`config.mk`:
```
export PLATFORM = sky130hd
export DESIGN_NAME = amo_unit
export DESIGN_NICKNAME = d
export VERILOG_FILES = /design/src/rtl/amo_pkg.sv /design/src/rtl/amo_word_store.sv /design/src/rtl/amo_resv_table.sv /design/src/rtl/amo_rmw_alu.sv /design/src/rtl/amo_unit.sv
export SDC_FILE = /design/constraint.sdc
export NUM_CORES = 1
export LEC_CHECK = 0
export ABC_AREA = 0
export CAP_MARGIN = 5
export CORE_MARGIN = 2
export CORE_UTILIZATION = 35
export DETAILED_ROUTE_END_ITERATION = 10
export HOLD_SLACK_MARGIN = 0.1
export PLACE_DENSITY = 0.57
export SKIP_LAST_GASP = 1
export SLEW_MARGIN = 40
export SYNTH_ARGS = -nofsm -noshare
export SYNTH_HDL_FRONTEND = slang
export SYNTH_SLANG_ARGS = --single-unit
```
`constraint.sdc`:
```
create_clock -name clk -period 11.2 [get_ports clk]
set_input_delay 2.24 -clock clk [delete_from_list [all_inputs] [get_ports clk]]
set_output_delay 2.24 -clock clk [all_outputs]
set_load 0.01 [all_outputs]
```
`src/rtl/amo_pkg.sv`:
```
package amo_pkg;
   typedef enum logic [2:0] {
      OP_LOAD  = 3'd0,
      OP_STORE = 3'd1,
      OP_SWAP  = 3'd2,
      OP_TSET  = 3'd3,
      OP_FINC  = 3'd4,
      OP_LLINK = 3'd5,
      OP_SCOND = 3'd6,
      OP_ALTLD = 3'd7
   } amo_op_e;

   function automatic logic op_is_rmw(input logic [2:0] op);
      return (op == OP_SWAP) || (op == OP_TSET) || (op == OP_FINC);
   endfunction
endpackage

```
`src/rtl/amo_word_store.sv`:
```
module amo_word_store #(
   parameter int ADDR_W         = 4,
   parameter int DATA_W         = 16,
   parameter bit CLEAR_ON_RESET = 1'b1
) (
   input  logic              clk,
   input  logic              rst_n,
   input  logic [ADDR_W-1:0] rd_addr,
   output logic [DATA_W-1:0] rd_data,
   input  logic              wr_en,
   input  logic [ADDR_W-1:0] wr_addr,
   input  logic [DATA_W-1:0] wr_data
);
   localparam int DEPTH = 1 << ADDR_W;

   logic [DATA_W-1:0] words_q [DEPTH];

   assign rd_data = words_q[rd_addr];

   generate
      if (CLEAR_ON_RESET) begin : g_clear
         always_ff @(posedge clk) begin
            if (!rst_n) begin
               for (int i = 0; i < DEPTH; i++) words_q[i] <= '0;
            end else if (wr_en) begin
               words_q[wr_addr] <= wr_data;
            end
         end
      end else begin : g_noclear
         always_ff @(posedge clk) begin
            if (wr_en) words_q[wr_addr] <= wr_data;
         end
      end
   endgenerate
endmodule

```
`src/rtl/amo_resv_table.sv`:
```
module amo_resv_table #(
   parameter int NUM_REQ = 4,
   parameter int ADDR_W  = 4,
   parameter int ID_W    = 2
) (
   input  logic              clk,
   input  logic              rst_n,
   input  logic              set_en,
   input  logic [ID_W-1:0]   set_id,
   input  logic [ADDR_W-1:0] set_addr,
   input  logic              drop_en,
   input  logic [ID_W-1:0]   drop_id,
   input  logic              snoop_en,
   input  logic [ADDR_W-1:0] snoop_addr,
   input  logic [ID_W-1:0]   ask_id,
   input  logic [ADDR_W-1:0] ask_addr,
   output logic              ask_hit
);
   logic [NUM_REQ-1:0] live_q;
   logic [ADDR_W-1:0]  where_q [NUM_REQ];
   logic [NUM_REQ-1:0] match;

   genvar g;
   generate
      for (g = 0; g < NUM_REQ; g++) begin : g_slot
         logic mine_set, mine_drop, snooped;
         assign mine_set  = set_en  && (set_id  == ID_W'(g));
         assign mine_drop = drop_en && (drop_id == ID_W'(g));
         assign snooped   = snoop_en && live_q[g] && (where_q[g] == snoop_addr);
         assign match[g]  = live_q[g] && (where_q[g] == ask_addr);

         always_ff @(posedge clk) begin
            if (!rst_n) begin
               live_q[g]  <= 1'b0;
               where_q[g] <= '0;
            end else if (mine_set) begin
               live_q[g]  <= 1'b1;
               where_q[g] <= set_addr;
            end else if (mine_drop || snooped) begin
               live_q[g]  <= 1'b0;
            end
         end
      end
   endgenerate

   assign ask_hit = match[ask_id];
endmodule

```
`src/rtl/amo_rmw_alu.sv`:
```
module amo_rmw_alu
   import amo_pkg::*;
#(
   parameter int DATA_W = 16
) (
   input  logic [2:0]        op,
   input  logic [DATA_W-1:0] old_val,
   input  logic [DATA_W-1:0] arg,
   output logic [DATA_W-1:0] new_val,
   output logic              do_write
);
   always_comb begin
      new_val  = arg;
      do_write = 1'b1;
      case (op)
         OP_TSET: do_write = (old_val == '0);
         OP_FINC: new_val  = old_val + DATA_W'(1);
         default: ;
      endcase
   end
endmodule

```
`src/rtl/amo_unit.sv`:
```
module amo_unit
   import amo_pkg::*;
#(
   parameter int ADDR_W         = 4,
   parameter int DATA_W         = 16,
   parameter int NUM_REQ        = 4,
   parameter bit CLEAR_ON_RESET = 1'b1,
   localparam int ID_W          = (NUM_REQ > 1) ? $clog2(NUM_REQ) : 1
) (
   input  logic              clk,
   input  logic              rst_n,
   input  logic              req_valid,
   output logic              req_ready,
   input  logic [2:0]        req_op,
   input  logic [ID_W-1:0]   req_id,
   input  logic [ADDR_W-1:0] req_addr,
   input  logic [DATA_W-1:0] req_wdata,
   output logic              rsp_valid,
   output logic [DATA_W-1:0] rsp_rdata,
   output logic              rsp_ok
);
   generate
      if (NUM_REQ < 2)  begin : g_bad_req  $error("amo_unit: NUM_REQ must be at least 2"); end
      if (DATA_W < 2)   begin : g_bad_data $error("amo_unit: DATA_W must be at least 2"); end
      if (ADDR_W < 1 || ADDR_W > 10) begin : g_bad_addr $error("amo_unit: ADDR_W out of range"); end
   endgenerate

   logic              busy_q;
   logic [2:0]        op_q;
   logic [ADDR_W-1:0] addr_q;
   logic [DATA_W-1:0] arg_q, old_q;
   logic              rsp_valid_q, rsp_ok_q;
   logic [DATA_W-1:0] rsp_rdata_q;

   logic              take, take_rmw, is_store, is_ll, is_sc, resv_hit;
   logic [DATA_W-1:0] cur_word, alu_new;
   logic              alu_we;
   logic              mem_we;
   logic [ADDR_W-1:0] mem_waddr;
   logic [DATA_W-1:0] mem_wdata;

   assign req_ready = !busy_q;
   assign take      = req_valid && req_ready;
   assign take_rmw  = take && op_is_rmw(req_op);
   assign is_store  = (req_op == OP_STORE);
   assign is_ll     = (req_op == OP_LLINK);
   assign is_sc     = (req_op == OP_SCOND);

   amo_rmw_alu #(.DATA_W(DATA_W)) u_alu (
      .op(op_q), .old_val(old_q), .arg(arg_q),
      .new_val(alu_new), .do_write(alu_we)
   );

   always_comb begin
      if (busy_q) begin
         mem_we    = alu_we;
         mem_waddr = addr_q;
         mem_wdata = alu_new;
      end else begin
         mem_we    = take && (is_store || (is_sc && resv_hit));
         mem_waddr = req_addr;
         mem_wdata = req_wdata;
      end
   end

   amo_word_store #(
      .ADDR_W(ADDR_W), .DATA_W(DATA_W), .CLEAR_ON_RESET(CLEAR_ON_RESET)
   ) u_store (
      .clk(clk), .rst_n(rst_n),
      .rd_addr(req_addr), .rd_data(cur_word),
      .wr_en(mem_we), .wr_addr(mem_waddr), .wr_data(mem_wdata)
   );

   amo_resv_table #(
      .NUM_REQ(NUM_REQ), .ADDR_W(ADDR_W), .ID_W(ID_W)
   ) u_resv (
      .clk(clk), .rst_n(rst_n),
      .set_en(take && is_ll), .set_id(req_id), .set_addr(req_addr),
      .drop_en(take && is_sc), .drop_id(req_id),
      .snoop_en(busy_q || (take && (is_store || (is_sc && resv_hit)))),
      .snoop_addr(mem_waddr),
      .ask_id(req_id), .ask_addr(req_addr), .ask_hit(resv_hit)
   );

   always_ff @(posedge clk) begin
      if (!rst_n) begin
         busy_q      <= 1'b0;
         op_q        <= '0;
         addr_q      <= '0;
         arg_q       <= '0;
         old_q       <= '0;
         rsp_valid_q <= 1'b0;
         rsp_ok_q    <= 1'b0;
         rsp_rdata_q <= '0;
      end else begin
         rsp_valid_q <= 1'b0;
         if (busy_q) begin
            busy_q      <= 1'b0;
            rsp_valid_q <= 1'b1;
            rsp_rdata_q <= old_q;
            rsp_ok_q    <= alu_we;
         end else if (take_rmw) begin
            busy_q <= 1'b1;
            op_q   <= req_op;
            addr_q <= req_addr;
            arg_q  <= req_wdata;
            old_q  <= cur_word;
         end else if (take) begin
            rsp_valid_q <= 1'b1;
            rsp_rdata_q <= (is_store || is_sc) ? '0 : cur_word;
            rsp_ok_q    <= is_sc ? resv_hit : 1'b1;
         end
      end
   end

   assign rsp_valid = rsp_valid_q;
   assign rsp_rdata = rsp_rdata_q;
   assign rsp_ok    = rsp_ok_q;
endmodule

```
# After elaboration in Yosys (flattened, before gate mapping)

Memory sizes are Yosys's and may differ from the RTL's.
Cells that the tools add are included.

Add/sub/neg operators: 1
Order comparisons: 1
Equal/unequal tests: 20
Muxes and demuxes: 50
Bitwise logic cells: 6
Reductions and logical operators: 47

Operators with widths:

| kind                                                                  | number |
|---|---|
| 16-bit 2-to-1 mux                                                     | 7 |
| 1-bit 2-to-1 mux                                                      | 36 |
| 4-bit equality test                                                   | 8 |
| 1-bit logical AND                                                     | 26 |
| 4-bit 2-to-1 mux                                                      | 6 |
| 16-bit by 1-bit adder with 16-bit output, second input constant       | 1 |
| 16-bit zero test                                                      | 1 |
| 16-bit OR reduction                                                   | 1 |
| 3-bit equality test, second input constant                            | 4 |
| 2-bit nonzero test                                                    | 5 |
| 3-bit by 2-bit equality test with 1-bit output, second input constant | 3 |
| 1-bit logical OR                                                      | 9 |
| 2-bit equality test, second input constant                            | 2 |
| 1-bit OR                                                              | 4 |
| 2-bit AND reduction                                                   | 2 |
| 3-bit by 1-bit equality test with 1-bit output, second input constant | 1 |
| 2-bit by 3-bit < comparator with 1-bit output, second input constant  | 1 |
| 1-bit binary-select mux with 2-bit select                             | 1 |
| 2-bit by 1-bit equality test with 1-bit output, second input constant | 1 |
| 2-bit zero test                                                       | 1 |
| 2-bit != test, second input constant                                  | 1 |
| 1-bit NOT                                                             | 2 |
| 2-bit OR reduction                                                    | 1 |
| 1-bit zero test                                                       | 1 |

Register bits after elaboration: 62
Memory bits (writable): 272
Output and inout bits: 19
Word-level logic and storage cells: 139
Memories: 2

Memory list:

| name            | words | width | read ports | clocked after Yosys merged registers in | wr ports | RTL line             | source |
|---|---|---|---|---|---|---|---|
| u_store.words_q | 16    | 16    | 1          | 0                                       | 16       | amo_word_store.sv:16 | `logic [DATA_W-1:0] words_q [DEPTH];` |
| u_resv.where_q  | 4     | 4     | 4          | 0                                       | 4        | amo_resv_table.sv:20 | `logic [ADDR_W-1:0] where_q [NUM_REQ];` |

# Longest topological paths before layout

Depth after elaboration: 13
Gate-level depth with buffers: 10

# Cells and area by module

From an unflattened synthesis, not the netlist that was laid out.

Cells, all modules: 1,239
Area, all modules: 16,249.3 sq um

Modules (own cells, without submodules):

| module         | instances | cells each | area each (sq um) | seq. area each (sq um) |
|---|---|---|---|---|
| amo_word_store | 1         | 722        | 11,581.1          | 7,687.4 |
| amo_unit       | 1         | 319        | 2,955.3           | 1,161.1 |
| amo_resv_table | 1         | 109        | 1,178.6           | 560.5 |
| amo_rmw_alu    | 1         | 89         | 534.3             | 0.0 |

# Worst setup path after synthesis

OpenSTA, ideal clock, no wires.

Kind: input-to-reg
From: in req_id[1]
To: mem u_store.words_q[2][0], enable pin
Library setup time: 0.414 ns
Arrival: 4.845 ns
Data required time: 10.786 ns
Slack: 5.941 ns
Stages on the path: 10
Path through: clkbuf_1 nor2b_1 nand3_1 nor4_1 or4_1 buf_2 a21oi_2 buf_6 buf_6 o31ai_1

RTL lines:

| element     | RTL line             | source |
|---|---|---|
| from (decl) | amo_unit.sv:15       | `input logic [ID_W-1:0] req_id,` |
| to (decl)   | amo_word_store.sv:16 |  |

==> summary.md <==
| Metric | Value |
|---|---|
| Layout cells sized above 1 | `0.174` |
| Clock Latency Late Sink | `~0.53 ns` |
| Post-layout minimum cycle time | `between 5 and 6 ns` |
| Switching Share | `0.238` |
| Layout area overhead | `13.8%` |
| Vias in the first global route | `10000` |
| Grt total ovfl | `0` |
| Synth top area cells | `edfxtp_1 (51%), mux4_2 (11%), dfxtp_1 (7.7%)` |
| Critical path data required time | `approximately 11 ns` |
| Vias per cell | `5.40` |
| HP Class | `reg -> reg` |
| Average size of a mapped cell | `13.0 sq um` |
| Ys async rst share | `0` |
| Crit Path Max Fanout | `between 90 and 100` |
| Hold_buf cts | `0` |
| H-Tree Depth | `2` |
| Port Buffer Count | `46` |
| Wire per inst | `between 20 and 25 um` |
| Max rail drop VDD | `about 0.084 mV` |
| Most common cell after layout, fill and taps aside | `edfxtp_1` |
| Net Sw Power | `roughly 680 uW` |
| Synth top area share | `0.510` |
| Pre-CTS setup slack | `4.80 ns` |
| Final std cells w/o fill | `about 1900` |
| Clock share of power | `0.409` |
| Final worst setup slack | `roughly 5.4 ns` |
| Post-synth EDFFs | `approximately 270` |
| First-pass GRT wire length | `~60000 um` |
| Yosys warns | `0` |
| Slew HR | `0.410` |
| Worst Setup Start Kind | `input pin` |
| Core area | `0.0453 sq mm` |
| Syn nets | `~1300` |
| Setup violators final | `0` |
| Final Skew | `a little under 0.02 ns` |
| Setup_tns | `0 ns` |
| Power Internal | `around 2.2 mW` |
| Dpl cells | `~1800` |
| Final Routed Wirelength | `roughly 40000 um` |
| Critical Path End Type | `flop` |
| Maximum root-to-sink buffer count | `3` |
| Top_reg_cell synth | `edfxtp_1` |
| Diodes inserted | `0` |
| Final #Nets | `~1300` |
| Worst Max-Slew Pin Slew | `a little under 0.9 ns` |
| Row count | `78` |
| Clock tree sinks | `~330` |
| Detail Route Antenna Nets | `0` |
| CTS Root Cell | `clkbuf_16` |
| Final Cycle Share | `0.519` |
| Setup fix buffers added after clock tree synthesis | `0` |
| Synth Cell Area | `around 0.016 sq mm` |
| Initial antenna violation count | `0` |
| Post-cts sizing count | `0` |
| Largest area contributor in the netlist | `edfxtp_1` |
| HPWL after DPL | `26700 um` |
| TritonCTS clock tree | `built` |
| Num CTS Buffers | `38` |
| Yosys cell types | `58` |
| I/O Pins | `47` |
| Max cap viols | `0` |
| Power density over cell area | `between 150 and 200 mW/mm^2` |
| Sequential share of power | `0.497` |
| Largest net degree at the start of global routing | `99` |
| Filler cell count in the final layout | `4243` |
| WP data arrival | `around 6.1 ns` |
| Most frequent cells in the layout | `edfxtp_1 (272), nor2_1 (167), nand2_1 (101)` |
| Fin util | `0.403` |
| DRT Pass-1 Iters | `5` |
| Max Slew Vio Count | `0` |
| Setup Crit Path Kind | `in -> reg` |
| Final Hold Vio Count | `0` |
| Iter 0 DRT Violations | `~1100` |
| RSZ-0062 raised after global routing | `false` |
| Status | `finished clean` |
| Total die area | `0.0475 sq mm` |
| Die X | `roughly 220 um` |
| DRC Markers | `0` |
| Leakage power | `5.87 nW` |
| Sequential area share after synthesis | `0.587` |
| Worst-path clk slew | `around 0.060 ns` |
| #FFs+latches synth | `334` |
| Achievable Freq | `172 MHz` |
| Initial Util | `0.354` |
| Cells after Synth | `1237` |
| Placer Congestion | `approximately 0.8` |
| DR vias | `around 10000` |
| Chip height | `between 200 and 250 um` |
| Combinational power share | `0.094` |
| Total GRT Usage | `0.169` |
-- state kept, by name, summed over array words and instances, names as in the netlist --
| name | cells |
|---|---|
| addr_q | 4 |
| arg_q | 16 |
| busy_q | 1 |
| old_q | 16 |
| op_q | 3 |
| rsp_ok | 1 |
| rsp_rdata | 16 |
| rsp_valid | 1 |
| u_resv.live_q | 4 |
| u_resv.where_q | 16 |
| u_store.words_q | 256 |
-- metrics by stage --
| step | hold slack [ns] | power (mW) | cell area [sq um] |
|---|---|---|---|
| after floorplan | 0.439 | 1.61 | 16000 |
| after global placement | 0.449 | 1.70 | 16900 |
| after detailed placement | 0.458 | 1.71 | 17000 |
| after CTS | 0.466 | 2.87 | 18200 |
| after global routing | 0.488 | 2.94 | 18200 |
| final | 0.463 | 2.84 | 18200 |
-- Yosys cell counts (3+ instances only) --
cell type,count
inv_1,11
buf_2,15
clkbuf_1,62
xnor2_1,29
edfxtp_1,272
dfxtp_1,62
nand4_1,7
a21oi_1,16
mux2i_1,5
or3_1,8
nor3_1,20
xor2_1,13
nand3_1,38
nor4_1,16
a21oi_4,5
nor4b_1,3
a22oi_1,3
or2_2,5
o221ai_1,3
buf_6,19
and2_1,19
buf_1,7
buf_4,10
a22o_1,27
o21ai_0,16
and3_1,6
o31ai_1,17
nand2b_1,10
nor2_1,167
a21boi_0,23
nand2_1,101
nor2b_1,6
mux4_2,80
o211ai_1,5
nor3b_1,97
a21oi_2,3
-- worst paths after layout --
check	start	to	slack, ns	depth (start not counted)
worst max register to register	old_q[0]	u_store.words_q[8][11]	7.05	11
worst min-delay path	arg_q[11]	arg_q[11]	0.46	2
worst min register to register	arg_q[11]	arg_q[11]	0.46	2
worst max-delay path	req_addr[1]	u_store.words_q[8][11]	5.38	11
-- area by class of cell --
type | count | area, sq um | area share
repair buffers | 83 | 738 | 0.0405
flip-flops and latches | 334 | 9410 | 0.516
clock buffers | 50 | 1030 | 0.0563
inverters | 11 | 41.3 | 0.00226
multi-input cells | 779 | 6140 | 0.336
clock inverters | 19 | 134 | 0.00734
well taps | 600 | 751 | 0.0412
-- per-layer routing --
metal  share of wire  wire length [um]  vias to the layer above  global-route usage
li1                -                 -                     4646                   -
met5               0                 0                        -                   0
met4           0.014               571                        0              0.0349
met2            0.48             19000                      264               0.274
met3           0.048              1920                       47              0.0251
met1            0.46             18400                     5172               0.240
-- power groups by stage --
| stage | clock network [mW] | registers (mW) | logic, mW |
|---|---|---|---|
| after global placement | 0 | 1.44 | 0.263 |
| final | 1.16 | 1.41 | 0.268 |
| after global routing | 1.23 | 1.42 | 0.289 |
| after CTS | 1.19 | 1.41 | 0.269 |
| after floorplan | 0 | 1.43 | 0.180 |
| after detailed placement | 0 | 1.44 | 0.268 |
-- logic make-up (layout without fill, tap and decap cells) --
kind of cell / after synthesis / in the layout / share of synthesized area
and+or+nand+nor: 511 / 511 / 0.162
DFF: 334 / 334 / 0.587
AOI/OAI and AO/OA: 136 / 136 / 0.0653
buffers and inverters: 124 / 163 / 0.0415
muxes: 88 / 88 / 0.119
xor gates and xnor gates: 42 / 42 / 0.0230
adders and majority gates: 2 / 2 / 0.00156
-- worst max-delay path: stages --
cell,delay [ns]
buf_4,0.31
buf_4,0.68
xor2_1,0.21
nor4_1,0.10
or4_1,0.46
buf_4,0.25
a21oi_4,0.52
buf_8,0.25
buf_6,0.57
o31ai_2,0.18
buf_4,0.26
Note: power is estimated with default switching activity, not from simulation.
